<file path="src/rtl/strobe_adc_host.sv">
module strobe_adc_host #(
  parameter int DIV        = 4,
  parameter bit SIGNED_OUT = 1'b0,
  parameter int PD_EDGE    = 8,
  parameter int CNT_W      = 8
) (
  input  logic             clk,
  input  logic             rst_n,
  input  logic             req_i,
  input  logic [1:0]       op_i,
  input  logic [CNT_W-1:0] count_i,
  output logic             busy_o,
  output logic             cnv_n_o,
  output logic             sclk_o,
  input  logic             sdi_i,
  output logic             valid_o,
  output logic [15:0]      data_o,
  output logic [1:0]       pd_o
);
  localparam int HALF = DIV / 2;
  localparam int HW   = $clog2(HALF) + 1;
  localparam logic [5:0] H_LAST  = 6'd34;
  localparam logic [5:0] H_DONE  = 6'd33;
  localparam logic [5:0] H_CONT  = 6'd30;
  localparam logic [5:0] H_PD    = 6'(2 * PD_EDGE);
  localparam logic [1:0] OP_ONE = 2'd0, OP_RUN = 2'd1, OP_PPD = 2'd2, OP_FPD = 2'd3;

  logic             active;
  logic [5:0]       h;
  logic [HW-1:0]    cnt;
  logic [CNT_W-1:0] left;
  logic [1:0]       op_q;
  logic             wake;
  logic [15:0]      sh;
  logic [5:0]       rise_h;

  wire        tick   = cnt == HW'(HALF - 1);
  wire [5:0]  hn     = h + 6'd1;
  wire        accept = !active && req_i && !(op_i[1] && pd_o != 2'd0);
  wire        conv   = !wake && !op_q[1];
  wire        pulse  = hn[0] && hn <= 6'd31;
  wire [11:0] res    = sh[12:1];

  assign busy_o = active;

  always_comb begin
    if (wake || op_q == OP_ONE)  rise_h = H_DONE;
    else if (op_q == OP_RUN)     rise_h = (left == CNT_W'(1)) ? H_DONE : H_CONT;
    else                         rise_h = H_PD;
  end

  always_ff @(posedge clk or negedge rst_n) begin
    if (!rst_n) begin
      active  <= 1'b0;
      h       <= '0;
      cnt     <= '0;
      left    <= '0;
      op_q    <= OP_ONE;
      wake    <= 1'b0;
      sh      <= '0;
      cnv_n_o <= 1'b1;
      sclk_o  <= 1'b0;
      valid_o <= 1'b0;
      data_o  <= '0;
      pd_o    <= 2'd0;
    end else begin
      valid_o <= 1'b0;
      if (accept) begin
        active  <= 1'b1;
        h       <= '0;
        cnt     <= '0;
        op_q    <= op_i;
        cnv_n_o <= 1'b0;
        wake    <= !op_i[1] && pd_o != 2'd0;
        if (op_i == OP_FPD)                       left <= CNT_W'(2);
        else if (op_i == OP_RUN && count_i != '0) left <= count_i;
        else                                      left <= CNT_W'(1);
      end else if (active) begin
        if (!tick) begin
          cnt <= cnt + HW'(1);
        end else begin
          cnt <= '0;
          if (h == H_LAST) begin
            h <= '0;
            if (wake) begin
              wake    <= 1'b0;
              pd_o    <= 2'd0;
              cnv_n_o <= 1'b0;
            end else if (left == CNT_W'(1)) begin
              active <= 1'b0;
              if (op_q == OP_PPD) pd_o <= 2'd1;
              if (op_q == OP_FPD) pd_o <= 2'd2;
            end else begin
              left    <= left - CNT_W'(1);
              cnv_n_o <= 1'b0;
            end
          end else begin
            h      <= hn;
            sclk_o <= pulse;
            if (hn >= rise_h) cnv_n_o <= 1'b1;
            if (pulse) sh <= {sh[14:0], sdi_i};
            if (hn == H_DONE && conv) begin
              valid_o <= 1'b1;
              data_o  <= SIGNED_OUT ? {{4{res[11]}}, res} : {4'b0000, res};
            end
          end
        end
      end
    end
  end
endmodule


</file>
<file path="config.mk">
export PLATFORM = sky130hd
export DESIGN_NAME = strobe_adc_host
export DESIGN_NICKNAME = d
export VERILOG_FILES = /design/src/rtl/strobe_adc_host.sv
export SDC_FILE = /design/constraint.sdc
export NUM_CORES = 1
export LEC_CHECK = 0
export ABC_AREA = 1
export ABC_CLOCK_PERIOD_IN_PS = 3570
export BUFFER_PORTS_ARGS = -buffer_cell sky130_fd_sc_hd__buf_2
export CORE_ASPECT_RATIO = 0.9
export CORE_MARGIN = 3
export CORE_UTILIZATION = 62
export CTS_CLUSTER_DIAMETER = 40
export DETAILED_ROUTE_END_ITERATION = 8
export PLACE_DENSITY = 0.94
export SYNTH_ARGS = -nofsm -noshare
export SYNTH_HDL_FRONTEND = slang
export SYNTH_SLANG_ARGS = --single-unit
</file>
<file path="constraint.sdc">
create_clock -name clk -period 3.57 [get_ports clk]
set_clock_uncertainty 0.2 [all_clocks]
set_input_delay 0 -clock clk [delete_from_list [all_inputs] [get_ports clk]]
set_output_delay 0 -clock clk [all_outputs]
set_load 0.02 [all_outputs]
</file>
==> impl_results.md, run 1 <==
* Status: finished, final reports clean
* Hold slack at between 0.2 and 0.25 ns
* Required time of the critical path at 3.63 ns
* Leak at ~1.8 nW
* Power per cell area at ~550 nW/µm²
* Tot Pwr at between 1.5 and 2 mW
* CTS clk-pin slew, worst paths at ~0.11 ns
* Max incr delay on CP at ~0.38 ns
* Synthesis-stage register bit count at 50
* Antenna diodes at 0
* Hold_buf cts at 16
* Placed Area at about 3000 µm²
* Critical path class: register to register
* Final setup viols at 0
* CTS root buffer: clkbuf_8
* Grt met3 use at between 4 and 5%
* Overflow after GRT at 0
* Post-Synth Adder-Cell Area at 4.84%
* Die height at roughly 70 µm
* Shortest period the worst path allows at approximately 2.3 ns
* First-pass GRT wire length at 10,200 µm
* Pre-CTS setup slack at 1.29 ns
* Logic pwr share at 35.1%
* Final core utilization at around three quarters
* Sw Ratio at between 30% and 40%
* Achievable frequency at 0.429 GHz
* Die ar. at about 5400 µm²
* Pint at approximately 1.1 mW
* Synth Area in XOR/XNOR at between 1 and 1.5%
* Busiest grt layer: met2
* Most common cell on crit path: nand2_1
* Post-synthesis instance area at around 2800 µm²
* Slowest cell on the critical path: dfrtp_1
* Psw at 710 µW
* Syn avg cell area at roughly 8 µm²
* Critical Path Stages at 16
* Period utilization at between 60 and 70%
* Synth Area in Simple Gates at a little under a third
* Boundary Pins at 36
* Routed WL at around 5800 µm
* DRC violations left at 0
* Detailed Place HPWL at around 4000 µm
* Largest family of logic cells by synthesized area: simple AND/OR/NAND/NOR gates
* GR met1 Demand/Resource at 28.4%
* Number of global-route vias before repair at 2,448
* Mapped Cells at between 300 and 400
* Part of the power in registers at 45.2%
* Yosys warnings at 0
* Least-Margin Pin Slew at 1.09 ns
* Critical Path Source Type: register
* Vias at approximately 2,500
* Fillers at 291
* Met2 Use GR at approximately 39%
* Initial antenna violation count at 0
* Netlist cell types at 30
* Final Max Tran Viols at 0
* GRT Overall Usage at a little under a quarter
* RePlAce Congestion at 0.872
* H-tree depth at 2
* Reg-to-reg slack, setup at roughly 1.2 ns
* CTS buffer count at 5
* Post-synthesis sequential area ratio at between 40 and 50%
* DR iter-0 viols at 160
* Compound-Gate Fraction of Synth Area at a little over 9%
* Dpl cells at 440
* Layout area overhead at 14.3%
* Final worst slack at approximately 1.2 ns
* DRT antenna net count at 0
* Drt via density at 5.30
* Crit path capture type: register
* TNS Setup at 0 ns
* Critical-path maximum fanout at 3
* Largest buffer count on any clock path at 2
* Total clock sinks at 50
* Buffers and inverters on the worst path at 3
* Hold Path Class: input pin to asynchronous set/reset pin
* # resized after CTS at 0
* Max_slew headroom at approximately 27%
* Largest net degree at the start of global routing at 51
* Final net count at about 430
* Die X at 77.4 µm
* CP Data Arrival Time at 2.39 ns
* Post-route cell area at about 3200 µm²
* Clock Latency Late Sink at 0.32 ns
* Rows at 22
* Clock share of power at ~20%
* Port buffer count at 31
* Kind of cell adding the most delay to the critical path: simple AND/OR/NAND/NOR gates
* R2R Path Start: left[1]$_DFFE_PN0P_
* Layout Cells excl Fill at 464
* Core ar. at about 4200 µm²
* Max-cap violations at 0
* Routed WL per cell at 12.5 µm
* CP cell instances: inv_1 -> ha_1 -> inv_1 -> nor2_1 -> nand2_1 -> nand2_1 -> a21oi_1 -> inv_1 -> ha_1 -> o21ai_0 -> nand2_1 -> nand2_1 -> nand3_1 -> nand2_1 -> nand2_1 -> nand2_1
* 1st-pass router iterations at 4
* RSZ-0062 raised after global routing: no
* Initial Util at about 67%
* Peak VDD IR at 0.000297 V
* Multiplexer share of the synthesized area at 0%
* Worst reg2reg path depth at 16
* RR Endpoint: cnv_n_o$_DFFE_PN1P_
* CTS tree: yes
* Proportion of layout cells with a drive suffix above 1 at 19.1%
* Final hold viol count at 0
* Post-CTS setup buffers at 0
## final cells by class
cell class | count | area (µm²) | share of cell area [%]
tap | 60 | 75.1 | 2.31
sequential | 50 | 1250 | 38.5
inverter | 50 | 189 | 5.81
timing repair buffer | 47 | 315 | 9.70
multi-input combinational | 249 | 1320 | 40.6
clock buffer | 5 | 68.8 | 2.12
clock inverter | 3 | 28.8 | 0.886
## routing by layer
layer | share of wire (%) | wire length (µm)
met1 | 44 | 2560
met4 | 2.3 | 136
met5 | 0 | 0
met3 | 4.3 | 248
met2 | 49 | 2870
## cells in the mapped netlist
cell type | count | area, µm²
a21boi_0 | 2 | 15.0
a21o_1 | 1 | 7.51
a21oi_1 | 3 | 15.0
buf_2 | 2 | 10.0
buf_4 | 5 | 37.5
buf_6 | 4 | 45.0
clkinv_1 | 1 | 3.75
clkinv_2 | 1 | 5.00
conb_1 | 1 | 3.75
dfrtp_1 | 49 | 1230
dfstp_2 | 1 | 26.3
ha_1 | 11 | 138
inv_1 | 45 | 169
inv_2 | 3 | 11.3
nand2_1 | 115 | 432
nand2_2 | 7 | 43.8
nand2_4 | 2 | 22.5
nand3_1 | 23 | 115
nand3_2 | 3 | 30.0
nand4_1 | 11 | 68.8
nand4_4 | 1 | 21.3
nor2_1 | 23 | 86.3
nor2_2 | 3 | 18.8
nor2_4 | 3 | 33.8
o211ai_1 | 1 | 7.51
o21ai_0 | 15 | 75.1
o21ai_1 | 1 | 5.00
o21ai_2 | 14 | 123
o22ai_1 | 2 | 12.5
xor2_1 | 4 | 35.0
## power by group through the flow
stage               clock, mW  sequential, mW  combinational (mW)
finish                  0.355           0.814               0.631
global route            0.388           0.830               0.740
floorplan                   0           0.815               0.476
detailed placement          0           0.821               0.618
CTS                     0.361           0.811               0.633
global placement            0           0.819               0.581
## state kept, by name (all words and copies together) (netlist names), 2 cells and up
signal  cells
op_q        2
pd_o        2
h           6
sh         13
left        8
cnt         2
data_o     12
## kinds of logic (layout without fill, tap and decap cells)
group           after synthesis  in the layout
simple gates                191            191
buf+inv                      61            105
flops                        50             50
compound gates               39             39
fa+ha+maj                    11             11
xor+xnor                      4              4
other cells                   1              4
## cells in the final DEF (no fill, tap or decap)
cell / n
nand4_4: 1
inv_6: 1
clkinv_4: 1
nand3_2: 3
o21ai_2: 14
a21boi_0: 2
nor2_4: 3
clkbuf_8: 5
a21o_1: 1
conb_1: 4
a21oi_1: 3
o21ai_1: 1
nand4_1: 11
nor2_1: 23
nand3_1: 23
dlygate4sd3_1: 16
clkinv_1: 1
buf_2: 31
nand2_4: 2
dfrtp_1: 49
nor2_2: 3
ha_1: 11
dfstp_2: 1
o21ai_0: 15
nand2_1: 115
inv_2: 3
xor2_1: 4
o22ai_1: 2
inv_8: 1
nand2_2: 7
inv_1: 45
clkinv_2: 1
o211ai_1: 1
## how the worst max path moves through the flow
stage,start,to
3_5_place_dp,h[0]$_DFFE_PN0P_,data_o[5]$_DFFE_PN0P_
4_1_cts,h[0]$_DFFE_PN0P_,data_o[5]$_DFFE_PN0P_
3_3_place_gp,h[0]$_DFFE_PN0P_,data_o[7]$_DFFE_PN0P_
5_1_grt,left[1]$_DFFE_PN0P_,cnv_n_o$_DFFE_PN1P_
2_1_floorplan,left[0]$_DFFE_PN0P_,cnv_n_o$_DFFE_PN1P_
6_report,left[1]$_DFFE_PN0P_,cnv_n_o$_DFFE_PN1P_
Power figures use the tool's default switching activity.
==> run 2, diff against run 1 <==
Settings changed: ABC_CLOCK_PERIOD_IN_PS 3570 to 2100, CORE_UTILIZATION 62 to 52, PLACE_DENSITY 0.94 to 0.85.
Clock period 3.57 ns to 2.1 ns, I/O delays scaled along.
==> impl_results.md, run 2 (same netlist as run 1, synthesis figures left out) <==
* Initial antenna violation count at 0 (unchanged)
* Die height at 76.1 µm (+8.4%)
* Power per cell area at 947 nW/µm² (+71%)
* Required time of the critical path at 2.17 ns (-1.46 ns)
* Number of flip-flops in the largest register at 13 (unchanged)
* DRT antenna net count at 0 (unchanged)
* CTS root buffer: clkbuf_8
* Largest registers: sh x13, data_o x12, left x8
* Rows at 24 (+9.1%)
* Status: complete, but fails checks
* Crit path capture type: register
* Routed WL per cell at 13.5 µm (+8.0%)
* Vias at 2,540 (+3.3%)
* Die ar. at 6390 µm² (+18%)
* Port buffer count at 31 (unchanged)
* Placed Area at 3110 µm² (+4.0%)
* Initial Util at 56.3% (-11 points)
* CTS tree: yes
* Failing checks: negative setup slack
* Post-route cell area at 3450 µm² (+6.2%)
* CTS clk-pin slew, worst paths at 0.11 ns (about the same)
* DR iter-0 viols at 142 (-11%)
* Least-Margin Pin Slew at 0.571 ns (-0.519 ns)
* Leak at 1.85 nW (+4.9%)
* Boundary Pins at 36 (unchanged)
* Met2 Use GR at 36.0% (-2.7 points)
* Antenna diodes at 0 (unchanged)
* Final Max Tran Viols at 0 (unchanged)
* CTS buffer count at 5 (unchanged)
* CP Data Arrival Time at 2.20 ns (-0.19 ns)
* Layout area overhead at 21.4%
* Final net count at 442 (+3.3%)
* GRT Overall Usage at 21.3% (-1.9 points)
* DRC violations left at 0 (unchanged)
* Pint at 1.95 mW (+79%)
* Overflow after GRT at 0 (unchanged)
* Drt via density at 5.26 (-0.73%)
* Routed WL at 6530 µm (+12%)
* H-tree depth at 2 (unchanged)
* Tot Pwr at 3.27 mW (+82%)
* Total clock sinks at 50 (unchanged)
* Fillers at 378 (+30%)
* Number of global-route vias before repair at 2,458 (+0.41%)
* Peak VDD IR at 0.000529 V (+78%)
* Critical Path Source Type: register
* Final setup viols at 1 (+1)
* Grt met3 use at 4.11% (-0.27 points)
* Busiest grt layer: met2
* 1st-pass router iterations at 5 (+1)
* Commonest non-fill, non-tap cell in the layout: nand2_1
* Critical-path maximum fanout at 3 (unchanged)
* Worst reg2reg path depth at 14 (-2)
* Achievable frequency at 0.470 GHz (+9.6%)
* Detailed Place HPWL at 4580 µm (+13%)
* Largest buffer count on any clock path at 2 (unchanged)
* GR met1 Demand/Resource at 26.1% (-2.3 points)
* Die X at 83.9 µm (+8.5%)
* First-pass GRT wire length at 11,000 µm (+7.8%)
* RSZ-0062 raised after global routing: yes
* Max_slew headroom at 61.9% (+35 points)
* Psw at 1.32 mW (+86%)
* Final hold viol count at 0 (unchanged)
* Core ar. at 5040 µm² (+19%)
* Logic pwr share at 38.5% (+3.4 points)
* Final worst slack at -0.0264 ns (-1.26 ns)
* RePlAce Congestion at 0.936 (+7.3%)
* Clock Latency Late Sink at 0.32 ns (about the same)
* Hold Path Class: input pin to asynchronous set/reset pin
* Critical path class: register to register
* Commonest non-fill, non-tap cells in the layout: nand2_1 (115), dfrtp_1 (49), inv_1 (41), buf_2 (31), nand3_1 (23)
* Max-cap violations at 0 (unchanged)
* Largest net degree at the start of global routing at 28 (-45%)
* Clock share of power at 19.1% (-0.6 points)
* Period utilization at 101% (+36 points)
* Proportion of layout cells with a drive suffix above 1 at 24.9% (+5.8 points)
* Reg with most FFs: sh
* Part of the power in registers at 42.4% (-2.8 points)
* Shortest period the worst path allows at 2.13 ns (-0.205 ns)
* TNS Setup at -0.0264 ns (-0.0264 ns)
* Sw Ratio at 40.4% (+0.99 points)
-- run 2: path summary, 6_finish.rpt --
| kind | startpoint | endpoint | slack, ns |
|---|---|---|---|
| max in group asynchronous | rst_n | cnv_n_o$_DFFE_PN1P_ | 1.10 |
| min | rst_n | wake$_DFFE_PN0P_ | 0.004 |
| max reg2reg | left[1]$_DFFE_PN0P_ | cnv_n_o$_DFFE_PN1P_ | -0.03 |
| min reg2reg | data_o[1]$_DFFE_PN0P_ | data_o[1]$_DFFE_PN0P_ | 0.28 |
| min in group clk | data_o[1]$_DFFE_PN0P_ | data_o[1]$_DFFE_PN0P_ | 0.28 |
| max | left[1]$_DFFE_PN0P_ | cnv_n_o$_DFFE_PN1P_ | -0.03 |
-- run 2: layer usage --
| metal | wire (µm) | up-vias |
|---|---|---|
| met5 | 0 | - |
| met4 | 194 | 0 |
| met3 | 381 | 19 |
| met2 | 3270 | 79 |
| met1 | 2680 | 1206 |
| li1 | - | 1236 |
-- run 2: power by group through the flow --
stage | Sequential, mW | Clock [mW] | Combinational, mW
floorplan | 1.38 | 0 | 0.808
global placement | 1.38 | 0 | 1.07
detailed placement | 1.39 | 0 | 1.15
CTS | 1.38 | 0.633 | 1.21
global route | 1.42 | 0.680 | 1.42
finish | 1.38 | 0.623 | 1.26
-- run 2: layout make-up --
cell class	instances	area [µm²]	share of cell area, %
timing repair buffer	61	465	13.5
clock buffer	5	68.8	1.99
tap	65	81.3	2.36
sequential	50	1250	36.3
inverter	50	189	5.47
multi-input combinational	249	1370	39.6
clock inverter	3	28.8	0.834
-- run 2: critical path: stages, from the launching register on --
cell     delay (ns)
dfrtp_1        0.39
inv_2          0.07
ha_4           0.16
inv_2          0.04
nor2_2         0.03
nand2_1        0.07
buf_4          0.11
nand4_1        0.13
ha_1           0.36
nand2_1        0.08
a21oi_2        0.13
nor2_1         0.05
nand3_1        0.09
nand3_1        0.09
nand2_1        0.08
-- run 2: through the flow --
| stage | cells | util, % | hold WS [ns] | worst slack (ns) |
|---|---|---|---|---|
| final | 483 | 68.4 | 0.00366 | -0.0264 |
| after global routing | 483 | 68.4 | 0.0315 | -0.175 |
| after CTS | 478 | 67.2 | 0.0186 | -0.00251 |
| after detailed placement | 455 | 61.7 | -0.172 | -0.0941 |
| after global placement | 455 | 61.7 | -0.183 | 0.0283 |
| after floorplan | 360 | - | -0.496 | 0.0952 |
-- run 2: what timing repair did --
action,in CTS,in global routing
buffers inserted,1,5
endpoints found under the hold margin,61,0
setup endpoints to repair,1,16
gates resized for setup,10,4
pin swaps,10,5
hold buffers,14,0
